==> config.mk <==
export PLATFORM = sky130hd
export DESIGN_NAME = bcd_calendar
export DESIGN_NICKNAME = d
export VERILOG_FILES = /design/src/rtl/bcd_cal_pkg.sv /design/src/rtl/bcd_cal_ctrl.sv /design/src/rtl/bcd_cal_regs.sv /design/src/rtl/bcd_calendar.sv
export SDC_FILE = /design/constraint.sdc
export NUM_CORES = 1
export LEC_CHECK = 0
export CORE_MARGIN = 2
export CORE_UTILIZATION = 45
export DETAILED_ROUTE_END_ITERATION = 6
export DONT_BUFFER_PORTS = 1
export SETUP_SLACK_MARGIN = 0.1
export SLEW_MARGIN = 20
export SYNTH_ARGS = -nofsm -noshare
export SYNTH_HDL_FRONTEND = slang
export SYNTH_SLANG_ARGS = --single-unit
==> constraint.sdc <==
create_clock -name clk -period 6.4 [get_ports clk]
set_clock_uncertainty 0.15 [all_clocks]
set_input_delay 0.64 -clock clk [delete_from_list [all_inputs] [get_ports clk]]
set_output_delay 0.64 -clock clk [all_outputs]
set_load 0.05 [all_outputs]
==> src/rtl/bcd_cal_pkg.sv <==
package bcd_cal_pkg;
  localparam int BYTE_W = 8;
  localparam int NUM_TIME = 7;

  localparam int IDX_SEC  = 0;
  localparam int IDX_MIN  = 1;
  localparam int IDX_HOUR = 2;
  localparam int IDX_WDAY = 3;
  localparam int IDX_DATE = 4;
  localparam int IDX_MON  = 5;
  localparam int IDX_YEAR = 6;

  typedef struct packed {
    logic [NUM_TIME-1:0] wrSel;
    logic statWr;
    logic secStep;
    logic minStep;
    logic hourStep;
    logic dayStep;
    logic monStep;
    logic yearStep;
    logic centStep;
  } stepCtl_t;

  function automatic logic [BYTE_W-1:0] bcdInc(input logic [BYTE_W-1:0] v);
    if (v[3:0] >= 4'd9) return {v[7:4] + 4'd1, 4'd0};
    else return {v[7:4], v[3:0] + 4'd1};
  endfunction

  function automatic logic [BYTE_W-1:0] fieldMask(input int idx);
    case (idx)
      IDX_SEC, IDX_MIN, IDX_HOUR: return 8'h7F;
      IDX_WDAY: return 8'h07;
      IDX_DATE: return 8'h3F;
      IDX_MON: return 8'h9F;
      default: return 8'hFF;
    endcase
  endfunction

  function automatic logic [BYTE_W-1:0] resetVal(input int idx);
    case (idx)
      IDX_WDAY, IDX_DATE, IDX_MON: return 8'h01;
      default: return 8'h00;
    endcase
  endfunction
endpackage

==> src/rtl/bcd_cal_ctrl.sv <==
module bcd_cal_ctrl
  import bcd_cal_pkg::*;
#(
  parameter int ADDR_W = 4,
  parameter int STAT_ADDR = 15
) (
  input  logic clk,
  input  logic rst_n,
  input  logic secTick,
  input  logic wrEn,
  input  logic [ADDR_W-1:0] wrAddr,
  input  logic [NUM_TIME-1:0][BYTE_W-1:0] cur,
  output stepCtl_t step
);
  logic leapYear;
  logic [BYTE_W-1:0] lastDay;
  logic hourWrap;
  logic timeWr;

  // Year divisible by 4: even tens digit with units 0/4/8, odd tens digit with units 2/6.
  always_comb begin
    if (cur[IDX_YEAR][4])
      leapYear = (cur[IDX_YEAR][3:0] == 4'd2) || (cur[IDX_YEAR][3:0] == 4'd6);
    else
      leapYear = (cur[IDX_YEAR][3:0] == 4'd0) || (cur[IDX_YEAR][3:0] == 4'd4) ||
                 (cur[IDX_YEAR][3:0] == 4'd8);
  end

  always_comb begin
    case (cur[IDX_MON][4:0])
      5'h02: lastDay = leapYear ? 8'h29 : 8'h28;
      5'h04, 5'h06, 5'h09, 5'h11: lastDay = 8'h30;
      default: lastDay = 8'h31;
    endcase
  end

  always_comb begin
    if (cur[IDX_HOUR][6])
      hourWrap = cur[IDX_HOUR][5] && (cur[IDX_HOUR][4:0] == 5'h11);
    else
      hourWrap = (cur[IDX_HOUR][5:0] == 6'h23);
  end

  generate
    for (genvar i = 0; i < NUM_TIME; i++) begin : g_sel
      assign step.wrSel[i] = wrEn && (wrAddr == ADDR_W'(i));
    end
  endgenerate

  assign timeWr        = |step.wrSel;
  assign step.statWr   = wrEn && (wrAddr == ADDR_W'(STAT_ADDR));
  assign step.secStep  = secTick && !timeWr;
  assign step.minStep  = step.secStep  && (cur[IDX_SEC] == 8'h59);
  assign step.hourStep = step.minStep  && (cur[IDX_MIN] == 8'h59);
  assign step.dayStep  = step.hourStep && hourWrap;
  assign step.monStep  = step.dayStep  && (cur[IDX_DATE] == lastDay);
  assign step.yearStep = step.monStep  && (cur[IDX_MON][4:0] == 5'h12);
  assign step.centStep = step.yearStep && (cur[IDX_YEAR] == 8'h99);


  tick_drop_chk: assert property (@(posedge clk) disable iff (!rst_n)
    (wrEn && wrAddr < ADDR_W'(NUM_TIME)) |-> !step.secStep);


  date_wrap_chk: assert property (@(posedge clk) disable iff (!rst_n)
    step.monStep |-> (cur[IDX_DATE] >= 8'h28));
endmodule

==> src/rtl/bcd_cal_regs.sv <==
module bcd_cal_regs
  import bcd_cal_pkg::*;
#(
  parameter int ADDR_W = 4,
  parameter int STAT_ADDR = 15
) (
  input  logic clk,
  input  logic rst_n,
  input  stepCtl_t step,
  input  logic [BYTE_W-1:0] wrData,
  input  logic [ADDR_W-1:0] rdAddr,
  output logic [NUM_TIME-1:0][BYTE_W-1:0] cur,
  output logic [BYTE_W-1:0] rdData
);
  logic [NUM_TIME-1:0][BYTE_W-1:0] regArr;
  logic [NUM_TIME-1:0][BYTE_W-1:0] nextArr;
  logic [NUM_TIME-1:0] advance;
  logic oscStop;
  logic [BYTE_W-1:0] hrInc;
  logic [BYTE_W-1:0] hr12Inc;

  assign advance[IDX_SEC]  = step.secStep;
  assign advance[IDX_MIN]  = step.minStep;
  assign advance[IDX_HOUR] = step.hourStep;
  assign advance[IDX_WDAY] = step.dayStep;
  assign advance[IDX_DATE] = step.dayStep;
  assign advance[IDX_MON]  = step.monStep;
  assign advance[IDX_YEAR] = step.yearStep;

  assign hrInc   = bcdInc({2'b00, regArr[IDX_HOUR][5:0]});
  assign hr12Inc = bcdInc({3'b000, regArr[IDX_HOUR][4:0]});

  always_comb begin
    nextArr = regArr;
    nextArr[IDX_SEC] = step.minStep ? 8'h00 : bcdInc(regArr[IDX_SEC]);
    nextArr[IDX_MIN] = step.hourStep ? 8'h00 : bcdInc(regArr[IDX_MIN]);
    if (regArr[IDX_HOUR][6]) begin
      if (regArr[IDX_HOUR][4:0] == 5'h12)
        nextArr[IDX_HOUR] = {regArr[IDX_HOUR][7:5], 5'h01};
      else if (regArr[IDX_HOUR][4:0] == 5'h11)
        nextArr[IDX_HOUR] = {regArr[IDX_HOUR][7:6], ~regArr[IDX_HOUR][5], 5'h12};
      else
        nextArr[IDX_HOUR] = {regArr[IDX_HOUR][7:5], hr12Inc[4:0]};
    end else begin
      nextArr[IDX_HOUR] = step.dayStep ? {regArr[IDX_HOUR][7:6], 6'h00}
                                       : {regArr[IDX_HOUR][7:6], hrInc[5:0]};
    end
    nextArr[IDX_WDAY] = (regArr[IDX_WDAY] >= 8'h07) ? 8'h01 : regArr[IDX_WDAY] + 8'h01;
    nextArr[IDX_DATE] = step.monStep ? 8'h01 : bcdInc(regArr[IDX_DATE]);
    nextArr[IDX_MON]  = {regArr[IDX_MON][7] ^ step.centStep, 2'b00,
                         (regArr[IDX_MON][4:0] == 5'h12) ? 5'h01
                                                          : bcdInc({3'b000, regArr[IDX_MON][4:0]})[4:0]};
    nextArr[IDX_YEAR] = step.centStep ? 8'h00 : bcdInc(regArr[IDX_YEAR]);
  end

  generate
    for (genvar i = 0; i < NUM_TIME; i++) begin : g_reg
      always_ff @(posedge clk) begin
        if (!rst_n)
          regArr[i] <= resetVal(i);
        else if (step.wrSel[i])
          regArr[i] <= wrData & fieldMask(i);
        else if (advance[i])
          regArr[i] <= nextArr[i];
      end
    end
  endgenerate

  always_ff @(posedge clk) begin
    if (!rst_n)
      oscStop <= 1'b1;
    else if (step.statWr && !wrData[7])
      oscStop <= 1'b0;
  end

  assign cur = regArr;

  always_comb begin
    if (rdAddr < ADDR_W'(NUM_TIME))
      rdData = regArr[rdAddr[$clog2(NUM_TIME)-1:0]];
    else if (rdAddr == ADDR_W'(STAT_ADDR))
      rdData = {oscStop, 7'b0};
    else
      rdData = '0;
  end


  sec_wrap_chk: assert property (@(posedge clk) disable iff (!rst_n)
    step.minStep |=> (regArr[IDX_SEC] == 8'h00));


  pm_flip_chk: assert property (@(posedge clk) disable iff (!rst_n)
    (step.hourStep && regArr[IDX_HOUR][6] && regArr[IDX_HOUR][4:0] == 5'h11)
      |=> (regArr[IDX_HOUR][5] != $past(regArr[IDX_HOUR][5])));


  century_flip_chk: assert property (@(posedge clk) disable iff (!rst_n)
    step.centStep |=> (regArr[IDX_MON][7] != $past(regArr[IDX_MON][7])));


  wr_priority_chk: assert property (@(posedge clk) disable iff (!rst_n)
    step.wrSel[IDX_SEC] |=> (regArr[IDX_SEC] == ($past(wrData) & 8'h7F)));


  osc_hold_chk: assert property (@(posedge clk) disable iff (!rst_n)
    (oscStop && !(step.statWr && !wrData[7])) |=> oscStop);


  idle_hold_chk: assert property (@(posedge clk) disable iff (!rst_n)
    (!step.secStep && step.wrSel == '0) |=> $stable(regArr));
endmodule

==> src/rtl/bcd_calendar.sv <==
module bcd_calendar
  import bcd_cal_pkg::*;
#(
  parameter int ADDR_W = 4,
  parameter int STAT_ADDR = 15
) (
  input  logic clk,
  input  logic rst_n,
  input  logic secTick,
  input  logic wrEn,
  input  logic [ADDR_W-1:0] wrAddr,
  input  logic [7:0] wrData,
  input  logic [ADDR_W-1:0] rdAddr,
  output logic [7:0] rdData
);
  stepCtl_t step;
  logic [NUM_TIME-1:0][BYTE_W-1:0] cur;

  bcd_cal_ctrl #(.ADDR_W(ADDR_W), .STAT_ADDR(STAT_ADDR)) ctrl_i (
    .clk(clk), .rst_n(rst_n), .secTick(secTick), .wrEn(wrEn),
    .wrAddr(wrAddr), .cur(cur), .step(step)
  );

  bcd_cal_regs #(.ADDR_W(ADDR_W), .STAT_ADDR(STAT_ADDR)) regs_i (
    .clk(clk), .rst_n(rst_n), .step(step), .wrData(wrData),
    .rdAddr(rdAddr), .cur(cur), .rdData(rdData)
  );
endmodule

* Word level (Yosys, flattened, before mapping)
Index checks and enable logic that the tools add are counted.
Storage, ports and cells: flip-flop bits (word level) 54, logic and storage cells 168, input port bits 20
Operators by class: multiplexer cells 39, bitwise gates (word level) 3, equality and inequality tests 28, reduce and logical (&&, ||, !) cells 56, add/subtract/negate cells 14, order comparisons 9
Operator list (count):
- $mux 8 | 16
- $mux 7 | 7
- $add 4x1->4 const B | 10
- $mux 6 | 6
- $bmux 8 s3 | 1
- $ge 4x4->1 const B | 6
- $eq 4x3->1 const B | 5
- $eq 5x5->1 const B | 4
- $reduce_bool 2->1 | 10
- $logic_and 1x1->1 | 17
- $eq 8x7->1 const B | 2
- $pmux 8 s2 | 1
- $reduce_and 2->1 | 8
- $mux 5 | 3
- $reduce_bool 3->1 | 5
- $eq 4x2->1 const B | 3
- $eq 4x4->1 const B | 3
- $eq 5x3->1 const B | 2
- $add 8x1->8 const B | 1
- $eq 8x8->1 | 1
- $eq 8x8->1 const B | 1
- $ge 8x3->1 const B | 1
- $logic_not 4->1 | 2
- $reduce_or 2->1 | 4
- 21 further kinds | 30

* Longest topological paths before layout
Gate-level depths: netlist (run 1).
word-level depth 14, mapped depth 9, mapped depth without buffers 8

* Cells and area by module
From an unflattened synthesis (run 1), not the netlist that was laid out.
Unflattened totals: cells, all modules 540, area total of the unflattened synthesis 4270.3 µm²
Modules (own cells, without submodules):
- bcd_cal_regs | instances 1, cells an instance 477, area each 3846.2 µm²
- bcd_cal_ctrl | instances 1, cells an instance 63, area each 424.2 µm²

* Worst setup path before layout (run 1)
OpenSTA, ideal clock, no wires.
path type input-to-output, start point in rdAddr[0], end point out rdData[7], data arrival time 2701 ps, required time 5610 ps, cell stages on the path 4, setup slack 2909 ps, cells stage by stage clkbuf_1 -> buf_1 -> nand3_1 -> o21ai_0
On the way: longest elaborated chain between the ends 3, elaborated cells on any way between the ends 6, those cells by class order compare: 1; eq/ne: 1; mux: 4
Ends and longest elaborated chain:
- from (decl) | RTL line bcd_calendar.sv:13 | input logic [ADDR_W-1:0] rdAddr,
- $bmux 8 s3 / $eq 4x4->1 (equally long branches) | RTL line bcd_cal_regs.sv:80, bcd_cal_regs.sv:81
- $mux 8 (on tied branches) | RTL line bcd_cal_regs.sv:80, bcd_cal_regs.sv:81
- $mux 8 * | RTL line bcd_cal_regs.sv:79 | if (rdAddr < ADDR_W'(NUM_TIME))
- to (decl) | RTL line bcd_calendar.sv:14 | output logic [7:0] rdData
Mark *: on every way between the ends. The rest lies on a longest branch, timed or not. The select of a mux whose other input is x is not followed.

* Final worst setup path (run 1)
start point reg regs_i.regArr (netlist bit regs_i.cur[40]), end point reg regs_i.regArr (netlist bit regs_i.cur[51])
On the way: longest elaborated chain between the ends 10, elaborated cells on any way between the ends 16, those cells by class eq/ne: 7; mux: 4; reduce/logical: 5
Ends and longest elaborated chain:
- from (decl) | RTL line bcd_cal_regs.sv:15 | logic [NUM_TIME-1:0][BYTE_W-1:0] regArr;
- from (signal, indexed assignment) | RTL line bcd_cal_regs.sv:60 | regArr[i] <= resetVal(i);
- from (signal, indexed assignment) | RTL line bcd_cal_regs.sv:62 | regArr[i] <= wrData & fieldMask(i);
- from (signal, indexed assignment) | RTL line bcd_cal_regs.sv:64 | regArr[i] <= nextArr[i];
- $eq 5x3->1, or another cell as far along | RTL line bcd_cal_ctrl.sv:30 | case (cur[IDX_MON][4:0])
- $reduce_or 4->1 | RTL line bcd_cal_ctrl.sv:30
- $pmux 8 s2 | RTL line bcd_cal_ctrl.sv:30
- $eq 8x8->1 | RTL line bcd_cal_ctrl.sv:56 | assign step.monStep = step.dayStep && (cur[IDX_DATE] == lastDay);
- $logic_and 1x1->1 | RTL line bcd_cal_ctrl.sv:56
- $logic_and 1x1->1 * | RTL line bcd_cal_ctrl.sv:57 | assign step.yearStep = step.monStep && (cur[IDX_MON][4:0] == 5'h12);
- $logic_and 1x1->1 | RTL line bcd_cal_ctrl.sv:58 | assign step.centStep = step.yearStep && (cur[IDX_YEAR] == 8'h99);
- $mux 8 | RTL line bcd_cal_regs.sv:53 | nextArr[IDX_YEAR] = step.centStep ? 8'h00 : bcdInc(regArr[IDX_YEAR]);
- $mux 8 | RTL line bcd_cal_regs.sv:63 | else if (advance[i])
- $mux 8 | RTL line bcd_cal_regs.sv:61 | else if (step.wrSel[i])
Marked as above. A chain may end at the register's enable or synchronous reset.

==> results.md, run 1 <==
- Cell Rows: 35
- Async SR Flop Fraction: 0
- Final-layout fill cell count: 939
- CTS H-tree lvls: 2
- Unrepaired setup endpoints after global routing: false
- Worst path required time: 6.50 ns
- Endpoint type of the worst setup path: register
- Register clock-pin slew on the reported worst setup and hold paths: 0.11 ns
- Share of layout cells above drive strength 1: 0.0712
- Placeable core region: 9200 µm²
- Sequential fraction of the synthesis area: 0.255
- Antenna diode count: 0
- Net count of the mapped netlist: 582
- Number of hold-repair buffers added at the cts stage: 0
- Area of the die: 10200 µm²
- PwrDens: 156 nW/µm²
- 1st-iter DRT viols: 278
- Combined global-route utilization of all metal layers: 0.268
- Vias after detailed routing: 4148
- First-pass GRT wire length: 21100 µm
- I/O Buffers: 0
- Max-capacitance violation count: 0
- Maximum number of pins on one net before global-route repair: 32
- Max_slew headroom: 0.314
- Highest net fanout along the worst path: 7
- Static Leakage: 1.64 nW
- Final Max Tran Viols: 0
- Worst Max-Slew Pin Slew: 1.02 ns
- Worst vdd ir: 0.0811 mV
- Wire length per cell: 21.3 µm
- Crit Path Class: register to register
- Total setup buffers inserted after CTS: 0
- DRC violation count after routing: 0
- Antenna violations before repair: 0
- Routed wire length: 13400 µm
- Top flip-flop cell by instance count after synthesis: sky130_fd_sc_hd__dfxtp_1
- Clock Latency Late Sink: 0.32 ns
- Number of top-level design ports: 28
- WP data arrival: 3.21 ns
- Starting density of the core: 0.461
- Final #Nets: 570
- Minimum clock period after layout: 3.12 ns
- Number of clock buffers inserted by TritonCTS: 5
- Vias per cell: 6.57
- Sinks on Clock Net: 54
- Flip-flop and latch count after synthesis: 54
- Gpl congestion: 0.892
- Post-Synthesis Cells: 531
- Deepest clock path buffer count: 2
- Warnings from Yosys: 0
- Hpwl dp: 9990 µm
- Total Negative Setup Slacks: 0 ns
- Number of failing setup endpoints in the final timing report: 0
- Result of the run: complete, no violations
- Count of different cell masters after synthesis: 68
- Startpoint type of the worst setup path: register
- Tot Pwr: 0.689 mW
- Class of the most critical hold timing path: primary input to register
- DR pass1 iterations: 5
- Share of the core filled with cells: 0.481
- Post-route clock period utilization: 0.487
- Sum of overflow across all layers after global routing: 0
- Count of cells resized by post-cts repair: 0
- Synth-to-Final Area Change: 4.25%
- Die span in y: 101 µm
- Number of global-route vias before repair: 3919
- Achievable Freq: 321 MHz
- Number of synthesized flops with an enable pin: 0
- Overall die width: 101 µm
- Final Hold Fails: 0
- Syn Std Cell Area: 4240 µm²
- CTS tree: yes
- Number of nets with antenna violations after routing: 0
- Post-synthesis average cell area: 7.99 µm²
- Buffer cell driving the clock tree root: sky130_fd_sc_hd__clkbuf_8
-- worst paths after layout --
path	from	endpoint	slack, ns	cells after the start
worst max-delay path	regs_i.cur[40]$_SDFFE_PN1P_	regs_i.cur[51]$_SDFFE_PN0P_	3.28	8
worst min-delay path	rst_n	regs_i.oscStop$_SDFFE_PN1P_	0.22	1
worst max register to register	regs_i.cur[40]$_SDFFE_PN1P_	regs_i.cur[51]$_SDFFE_PN0P_	3.28	8
worst min register to register	regs_i.oscStop$_SDFFE_PN1P_	regs_i.oscStop$_SDFFE_PN1P_	0.35	2
-- cell usage in the layout, fill, tap and decap left out, types with 3 or more instances in the layout --
cell type and n:
sky130_fd_sc_hd__inv_1 23, sky130_fd_sc_hd__nor3_1 16, sky130_fd_sc_hd__mux2i_1 13, sky130_fd_sc_hd__a31oi_1 12
sky130_fd_sc_hd__and2_1 5, sky130_fd_sc_hd__nor4b_1 3, sky130_fd_sc_hd__nor3b_1 7, sky130_fd_sc_hd__nand2_1 54
sky130_fd_sc_hd__mux2_2 5, sky130_fd_sc_hd__nor4_1 8, sky130_fd_sc_hd__or4_1 4, sky130_fd_sc_hd__a21oi_1 22
sky130_fd_sc_hd__xor2_1 4, sky130_fd_sc_hd__or3b_2 3, sky130_fd_sc_hd__nor2b_1 5, sky130_fd_sc_hd__and4_1 3
sky130_fd_sc_hd__a211o_1 3, sky130_fd_sc_hd__and3_1 13, sky130_fd_sc_hd__buf_4 3, sky130_fd_sc_hd__a221oi_1 3
sky130_fd_sc_hd__dfxtp_1 54, sky130_fd_sc_hd__a32oi_1 3, sky130_fd_sc_hd__a22oi_1 11, sky130_fd_sc_hd__a311oi_1 3
sky130_fd_sc_hd__ha_1 31, sky130_fd_sc_hd__o211ai_1 6, sky130_fd_sc_hd__o21a_1 4, sky130_fd_sc_hd__nor2_1 45
sky130_fd_sc_hd__o31ai_1 8, sky130_fd_sc_hd__o31a_1 3, sky130_fd_sc_hd__nand2b_1 10, sky130_fd_sc_hd__nand4_1 7
sky130_fd_sc_hd__o21ai_0 30, sky130_fd_sc_hd__nand3_1 31, sky130_fd_sc_hd__mux4_2 7, sky130_fd_sc_hd__o2bb2ai_1 4
sky130_fd_sc_hd__clkbuf_8 5, sky130_fd_sc_hd__a211oi_1 4
-- cell type report --
| class | instances | area, µm² | area share |
|---|---|---|---|
| tap | 111 | 139 | 0.0314 |
| multi-input combinational | 431 | 2980 | 0.673 |
| clock buffer | 5 | 68.8 | 0.0156 |
| sequential | 54 | 1080 | 0.244 |
| clock inverter | 3 | 47.5 | 0.0107 |
| inverter | 24 | 90.1 | 0.0204 |
| timing repair buffer | 3 | 22.5 | 0.00509 |
-- logic make-up after synthesis --
| kind of cell | after synthesis | share of synthesized area |
|---|---|---|
| and+or+nand+nor | 225 | 0.274 |
| DFF | 54 | 0.255 |
| AOI/OAI and AO/OA | 143 | 0.236 |
| xor gates and xnor gates | 6 | 0.0124 |
| buffers and inverters | 46 | 0.0442 |
| muxes | 26 | 0.0873 |
| adders and majority gates | 31 | 0.0914 |
-- report_power, final --
group	internal, mW	switching [mW]
clock	0.120	0.131
combinational	0.0329	0.0422
sequential	0.345	0.0183
total	0.497	0.192
-- stage by stage --
stage                     worst slack (ns)  cells  hold WS (ns)  cell area [µm²]
after CTS                             3.30    631         0.224             4420
final                                 3.28    631         0.224             4420
after detailed placement              3.32    623         0.336             4310
after floorplan                       2.91    531         0.285             4240
after global routing                  3.12    631         0.220             4420
after global placement                3.37    623         0.336             4310
-- registers in the layout, summed over array words and instances, names as in the netlist --
| register | flops |
|---|---|
| regs_i.cur | 53 |
| regs_i.oscStop | 1 |
-- cells in the mapped netlist, types with 3 or more instances --
cell / n / area, µm²
sky130_fd_sc_hd__dfxtp_1: 54 / 1080
sky130_fd_sc_hd__xor2_1: 4 / 35.0
sky130_fd_sc_hd__o211ai_1: 6 / 45.0
sky130_fd_sc_hd__o21ai_0: 31 / 155
sky130_fd_sc_hd__a22oi_1: 11 / 82.6
sky130_fd_sc_hd__ha_1: 31 / 388
sky130_fd_sc_hd__nor3_1: 16 / 80.1
sky130_fd_sc_hd__and4_1: 3 / 26.3
sky130_fd_sc_hd__nor4_1: 8 / 50.1
sky130_fd_sc_hd__o31ai_1: 8 / 60.1
sky130_fd_sc_hd__and2_1: 5 / 31.3
sky130_fd_sc_hd__o2bb2ai_1: 4 / 35.0
sky130_fd_sc_hd__a211o_1: 3 / 26.3
sky130_fd_sc_hd__a221oi_1: 3 / 26.3
sky130_fd_sc_hd__mux4_2: 7 / 158
sky130_fd_sc_hd__inv_1: 23 / 86.3
sky130_fd_sc_hd__nand4_1: 7 / 43.8
sky130_fd_sc_hd__o21a_1: 4 / 30.0
sky130_fd_sc_hd__mux2_2: 5 / 56.3
sky130_fd_sc_hd__nand3_1: 31 / 155
sky130_fd_sc_hd__o31a_1: 3 / 26.3
sky130_fd_sc_hd__nor2b_1: 5 / 31.3
sky130_fd_sc_hd__nor4b_1: 3 / 26.3
sky130_fd_sc_hd__nor2_1: 45 / 169
sky130_fd_sc_hd__and3_1: 13 / 81.3
sky130_fd_sc_hd__or3b_2: 3 / 26.3
sky130_fd_sc_hd__a21oi_1: 22 / 110
sky130_fd_sc_hd__or4_1: 4 / 30.0
sky130_fd_sc_hd__nor3b_1: 7 / 52.6
sky130_fd_sc_hd__clkbuf_1: 18 / 67.6
sky130_fd_sc_hd__a32oi_1: 3 / 26.3
sky130_fd_sc_hd__mux2i_1: 13 / 130
sky130_fd_sc_hd__a211oi_1: 4 / 30.0
sky130_fd_sc_hd__a31oi_1: 12 / 75.1
sky130_fd_sc_hd__nand2_1: 54 / 203
sky130_fd_sc_hd__nand2b_1: 10 / 62.6
sky130_fd_sc_hd__a311oi_1: 3 / 26.3
-- critical path, stage by stage (launching register included) --
cell                        delay, ns
sky130_fd_sc_hd__dfxtp_1         0.37
sky130_fd_sc_hd__inv_1           0.13
sky130_fd_sc_hd__ha_1            0.18
sky130_fd_sc_hd__or4b_4          0.49
sky130_fd_sc_hd__a211o_1         0.35
sky130_fd_sc_hd__a2111oi_4       0.50
sky130_fd_sc_hd__o21ai_2         0.18
sky130_fd_sc_hd__or4_1           0.53
sky130_fd_sc_hd__a31oi_1         0.16
-- metal layers --
metal | track usage | part of all wire | vias up
met2 | 0.446 | 0.45 | 168
li1 | - | - | 1991
met1 | 0.371 | 0.45 | 1969
met5 | 0 | 0 | -
met3 | 0.0305 | 0.077 | 20
met4 | 0.0686 | 0.024 | 0
Power figures use the tool's default switching activity.
==> run 2, diff against run 1 <==
--- a/config.mk
+++ b/config.mk
@@ -5,6 +5,7 @@
 export SDC_FILE = /design/constraint.sdc
 export NUM_CORES = 1
 export LEC_CHECK = 0
+export ABC_AREA = 1
 export CORE_MARGIN = 2
 export CORE_UTILIZATION = 45
 export DETAILED_ROUTE_END_ITERATION = 6
==> constraint.sdc (replaced) <==
create_clock -name clk -period 3 [get_ports clk]
set_clock_uncertainty 0.15 [all_clocks]
set_input_delay 0.3 -clock clk [delete_from_list [all_inputs] [get_ports clk]]
set_output_delay 0.3 -clock clk [all_outputs]
set_load 0.05 [all_outputs]
==> run 2 against run 1 <==
Effect of this change:
- routed wire length is 0.52% higher
- synthesized cell count up 21%
- worst hold slack worse by 0.22 ns
- sequential share of layout area fell by 0.90 points
- maximum frequency is 24% higher
- combinational power increased to 2.6 times the previous value
- total power is 110% higher
- sequential cell count unchanged
- highest routed layer unchanged
- non-clock buffer count up 12
- clock-buffer cell count stayed put
- largest cell class unchanged
- critical path type unchanged
==> results.md, run 2 <==
- First-pass GRT wire length: 21300 µm (+0.95%)
- Most used standard cells in the synthesized netlist: sky130_fd_sc_hd__nand2_1, sky130_fd_sc_hd__inv_1, sky130_fd_sc_hd__a21oi_1, sky130_fd_sc_hd__dfxtp_1, sky130_fd_sc_hd__nor2_1
- CTS tree: yes
- Sequential fraction of the synthesis area: 0.254 (-0.000674)
- Post-Synthesis Cells: 642 (+21%)
- PwrDens: 315 nW/µm² (+100%)
- Cells along the critical path: inv_1 > ha_1 > nand4_1 > nand2_1 > nor2_1 > nand2_1 > nand2_1 > nand3_2 > o21ai_2 > inv_1 > o21ai_0 > a21oi_1
- Final-layout fill cell count: 956 (+1.8%)
- Number of synthesized flops with an enable pin: 0 (unchanged)
- Worst vdd ir: 0.188 mV (+130%)
- Sinks on Clock Net: 54 (unchanged)
- Net count of the mapped netlist: 693 (+19%)
- DR pass1 iterations: 5 (unchanged)
- Startpoint type of the worst setup path: register
- Hpwl dp: 10100 µm (+1.0%)
- Max_slew headroom: 0.520 (+0.206)
- Kind of cell adding the most delay to the critical path: simple AND/OR/NAND/NOR gates
- Routed wire length: 13500 µm (+0.52%)
- Post-synthesis average cell area: 6.63 µm² (-17%)
- Worst path required time: 3.04 ns (-3.46 ns)
- Sequential cell area: 1080 µm² (unchanged)
- Max-capacitance violation count: 0 (unchanged)
- Final Hold Fails: 0 (unchanged)
- Vias after detailed routing: 4446 (+7.2%)
- Synth-to-Final Area Change: 7.94%
- Die span in y: 101 µm (+0.13%)
- Cell with the most instances on the worst path: sky130_fd_sc_hd__nand2_1
- Area of the die: 10300 µm² (+0.26%)
- DRC violation count after routing: 0 (unchanged)
- Flip-flop and latch count after synthesis: 54 (unchanged)
- Post-route clock period utilization: 0.834 (+0.347)
- Combined global-route utilization of all metal layers: 0.268 (-0.000708)
- Worst R2R Start: regs_i.cur[40]$_SDFFE_PN1P_
- Wire length per cell: 17.8 µm (-16%)
- Final Max Tran Viols: 0 (unchanged)
- Clock Latency Late Sink: 0.32 ns (about the same)
- Number of clock buffers inserted by TritonCTS: 5 (unchanged)
- Number of nets with antenna violations after routing: 0 (unchanged)
- Max stage delay cell, worst path: sky130_fd_sc_hd__dfxtp_1
- Top library cells by usage in the layout, fill and taps aside: sky130_fd_sc_hd__nand2_1, sky130_fd_sc_hd__inv_1, sky130_fd_sc_hd__a21oi_1, sky130_fd_sc_hd__dfxtp_1, sky130_fd_sc_hd__nor2_1
- Unrepaired setup endpoints after global routing: false
- Warnings from Yosys: 0 (unchanged)
- Overall die width: 101 µm (+0.13%)
- Placeable core region: 9200 µm² (unchanged)
- Class of the most critical hold timing path: primary input to register
- Starting density of the core: 0.463 (+0.00122)
- Syn Std Cell Area: 4260 µm² (+0.27%)
- WHS: 0.00746 ns (-0.217 ns)
- Most numerous cell in the Yosys netlist: sky130_fd_sc_hd__nand2_1
- Number of failing setup endpoints in the final timing report: 0 (unchanged)
- Placement Setup Slack: 0.531 ns (-2.79 ns)
- Top flip-flop cell by instance count after synthesis: sky130_fd_sc_hd__dfxtp_1
- Worst Min Path Start: wrData[1]
- Share of the core filled with cells: 0.499 (+0.0184)
- Register clock-pin slew on the reported worst setup and hold paths: 0.11 ns (about the same)
- Minimum clock period after layout: 2.50 ns (-0.613 ns)
- Async SR Flop Fraction: 0 (unchanged)
- Post-synthesis cell type with the largest combined area: sky130_fd_sc_hd__dfxtp_1
- Number of flip-flops in the largest register: 53 (unchanged)
- Buffers plus inverters on the worst setup path: 2 (+1)
- Most common library cell in the layout ignoring fill and taps: sky130_fd_sc_hd__nand2_1
- Maximum number of pins on one net before global-route repair: 38 (+19%)
- Crit Path Class: register to register
- I/O Buffers: 0 (unchanged)
- Sum of overflow across all layers after global routing: 0 (unchanged)
- Share of layout cells above drive strength 1: 0.0802 (+0.00909)
- Deepest clock path buffer count: 2 (unchanged)
- Buffer cell driving the clock tree root: sky130_fd_sc_hd__clkbuf_8
- Crit path setup slack, layout: 0.497 ns (-2.79 ns)
- Largest stage delay on the critical path: 0.44 ns (-0.09 ns)
- Result of the run: complete, no violations
- Cell total after placement: 743 (+19%)
- Count of different cell masters after synthesis: 41 (-40%)
- Gpl congestion: 0.920 (+3.2%)
- Antenna diode count: 0 (unchanged)
- Static Leakage: 1.92 nW (+17%)
- Footprint of the multi-input gates: 2770 µm² (-7.0%)
- Total Negative Setup Slacks: 0 ns (unchanged)
- Worst Max-Slew Pin Slew: 0.719 ns (-0.301 ns)
- Proportion of netlist area held by the largest area contributor: 0.254 (-0.000674)
- CTS H-tree lvls: 2 (unchanged)
- Count of cells resized by post-cts repair: 0 (unchanged)
- Number of cells in the finished layout apart from fillers: 759 (+20%)
- Number of global-route vias before repair: 3975 (+1.4%)
- Setup crit start: regs_i.cur[40]$_SDFFE_PN1P_
- Register-to-register setup slack: 0.50 ns (-2.79 ns)
- Endpoint type of the worst setup path: register
- WP data arrival: 2.54 ns (-0.67 ns)
- Vias per cell: 5.86 (-11%)
- 1st-iter DRT viols: 359 (+29%)
- Number of top-level design ports: 28 (unchanged)
- Main area contributors after synthesis: sky130_fd_sc_hd__dfxtp_1, sky130_fd_sc_hd__nand2_1, sky130_fd_sc_hd__ha_1, sky130_fd_sc_hd__inv_1, sky130_fd_sc_hd__a21oi_1
- Achievable Freq: 400 MHz (+24%)
- Final #Nets: 698 (+22%)
- Antenna violations before repair: 0 (unchanged)
- Highest net fanout along the worst path: 6 (-1)
- Cell Rows: 35 (unchanged)
-- run 2: final timing paths --
check / cells after the start / endpoint
worst max-delay path: 12 / regs_i.cur[44]$_SDFFE_PN0P_
worst min-delay path: 2 / regs_i.cur[41]$_SDFFE_PN0P_
worst max register to register: 12 / regs_i.cur[44]$_SDFFE_PN0P_
worst min register to register: 2 / regs_i.cur[29]$_SDFFE_PP0N_
-- run 2: logic make-up after synthesis --
group / share of synthesized area
adders and majority gates: 0.0911
xor gates and xnor gates: 0.0329
buffers and inverters: 0.103
AOI/OAI and AO/OA: 0.223
and+or+nand+nor: 0.296
DFF: 0.254
-- run 2: stage by stage --
stage | area [µm²] | total power [mW]
final | 4590 | 1.45
after global routing | 4590 | 1.50
after global placement | 4400 | 0.930
after floorplan | 4260 | 0.887
after detailed placement | 4400 | 0.930
after CTS | 4590 | 1.45
-- run 2: worst register-to-register path: cells and delay by family (launching register included) --
kind	cells	cell delay (ns)
and+or+nand+nor	6	0.72
AOI/OAI and AO/OA	3	0.54
DFF	1	0.44
adders and majority gates	1	0.26
buffers and inverters	2	0.27
-- run 2: cell type report --
class | count | share of cell area
multi-input cells | 474 | 0.603
flip-flops and latches | 54 | 0.235
inverters | 97 | 0.0793
well taps | 111 | 0.0302
repair buffers | 15 | 0.0289
clock buffers | 5 | 0.0150
clock inverters | 3 | 0.00872
-- run 2: power breakdown --
part | total, mW | internal, mW | switching [mW]
Clock | 0.516 | 0.247 | 0.270
Sequential | 0.738 | 0.725 | 0.0124
Combinational | 0.194 | 0.0584 | 0.135
Total | 1.45 | 1.03 | 0.417
-- run 2: routing by layer --
| metal | GRT usage | up-vias | share of wire |
|---|---|---|---|
| met5 | 0 | - | 0 |
| met1 | 0.364 | 2043 | 0.44 |
| li1 | - | 2180 | - |
| met3 | 0.0449 | 35 | 0.071 |
| met4 | 0.101 | 0 | 0.035 |
| met2 | 0.425 | 188 | 0.45 |
-- run 2: timing repair --
item | in CTS | in global routing
hold endpoints to repair | 23 | 0
endpoints found under the setup margin | 0 | 0
buffers inserted | 0 | 0
hold buffers | 8 | 0
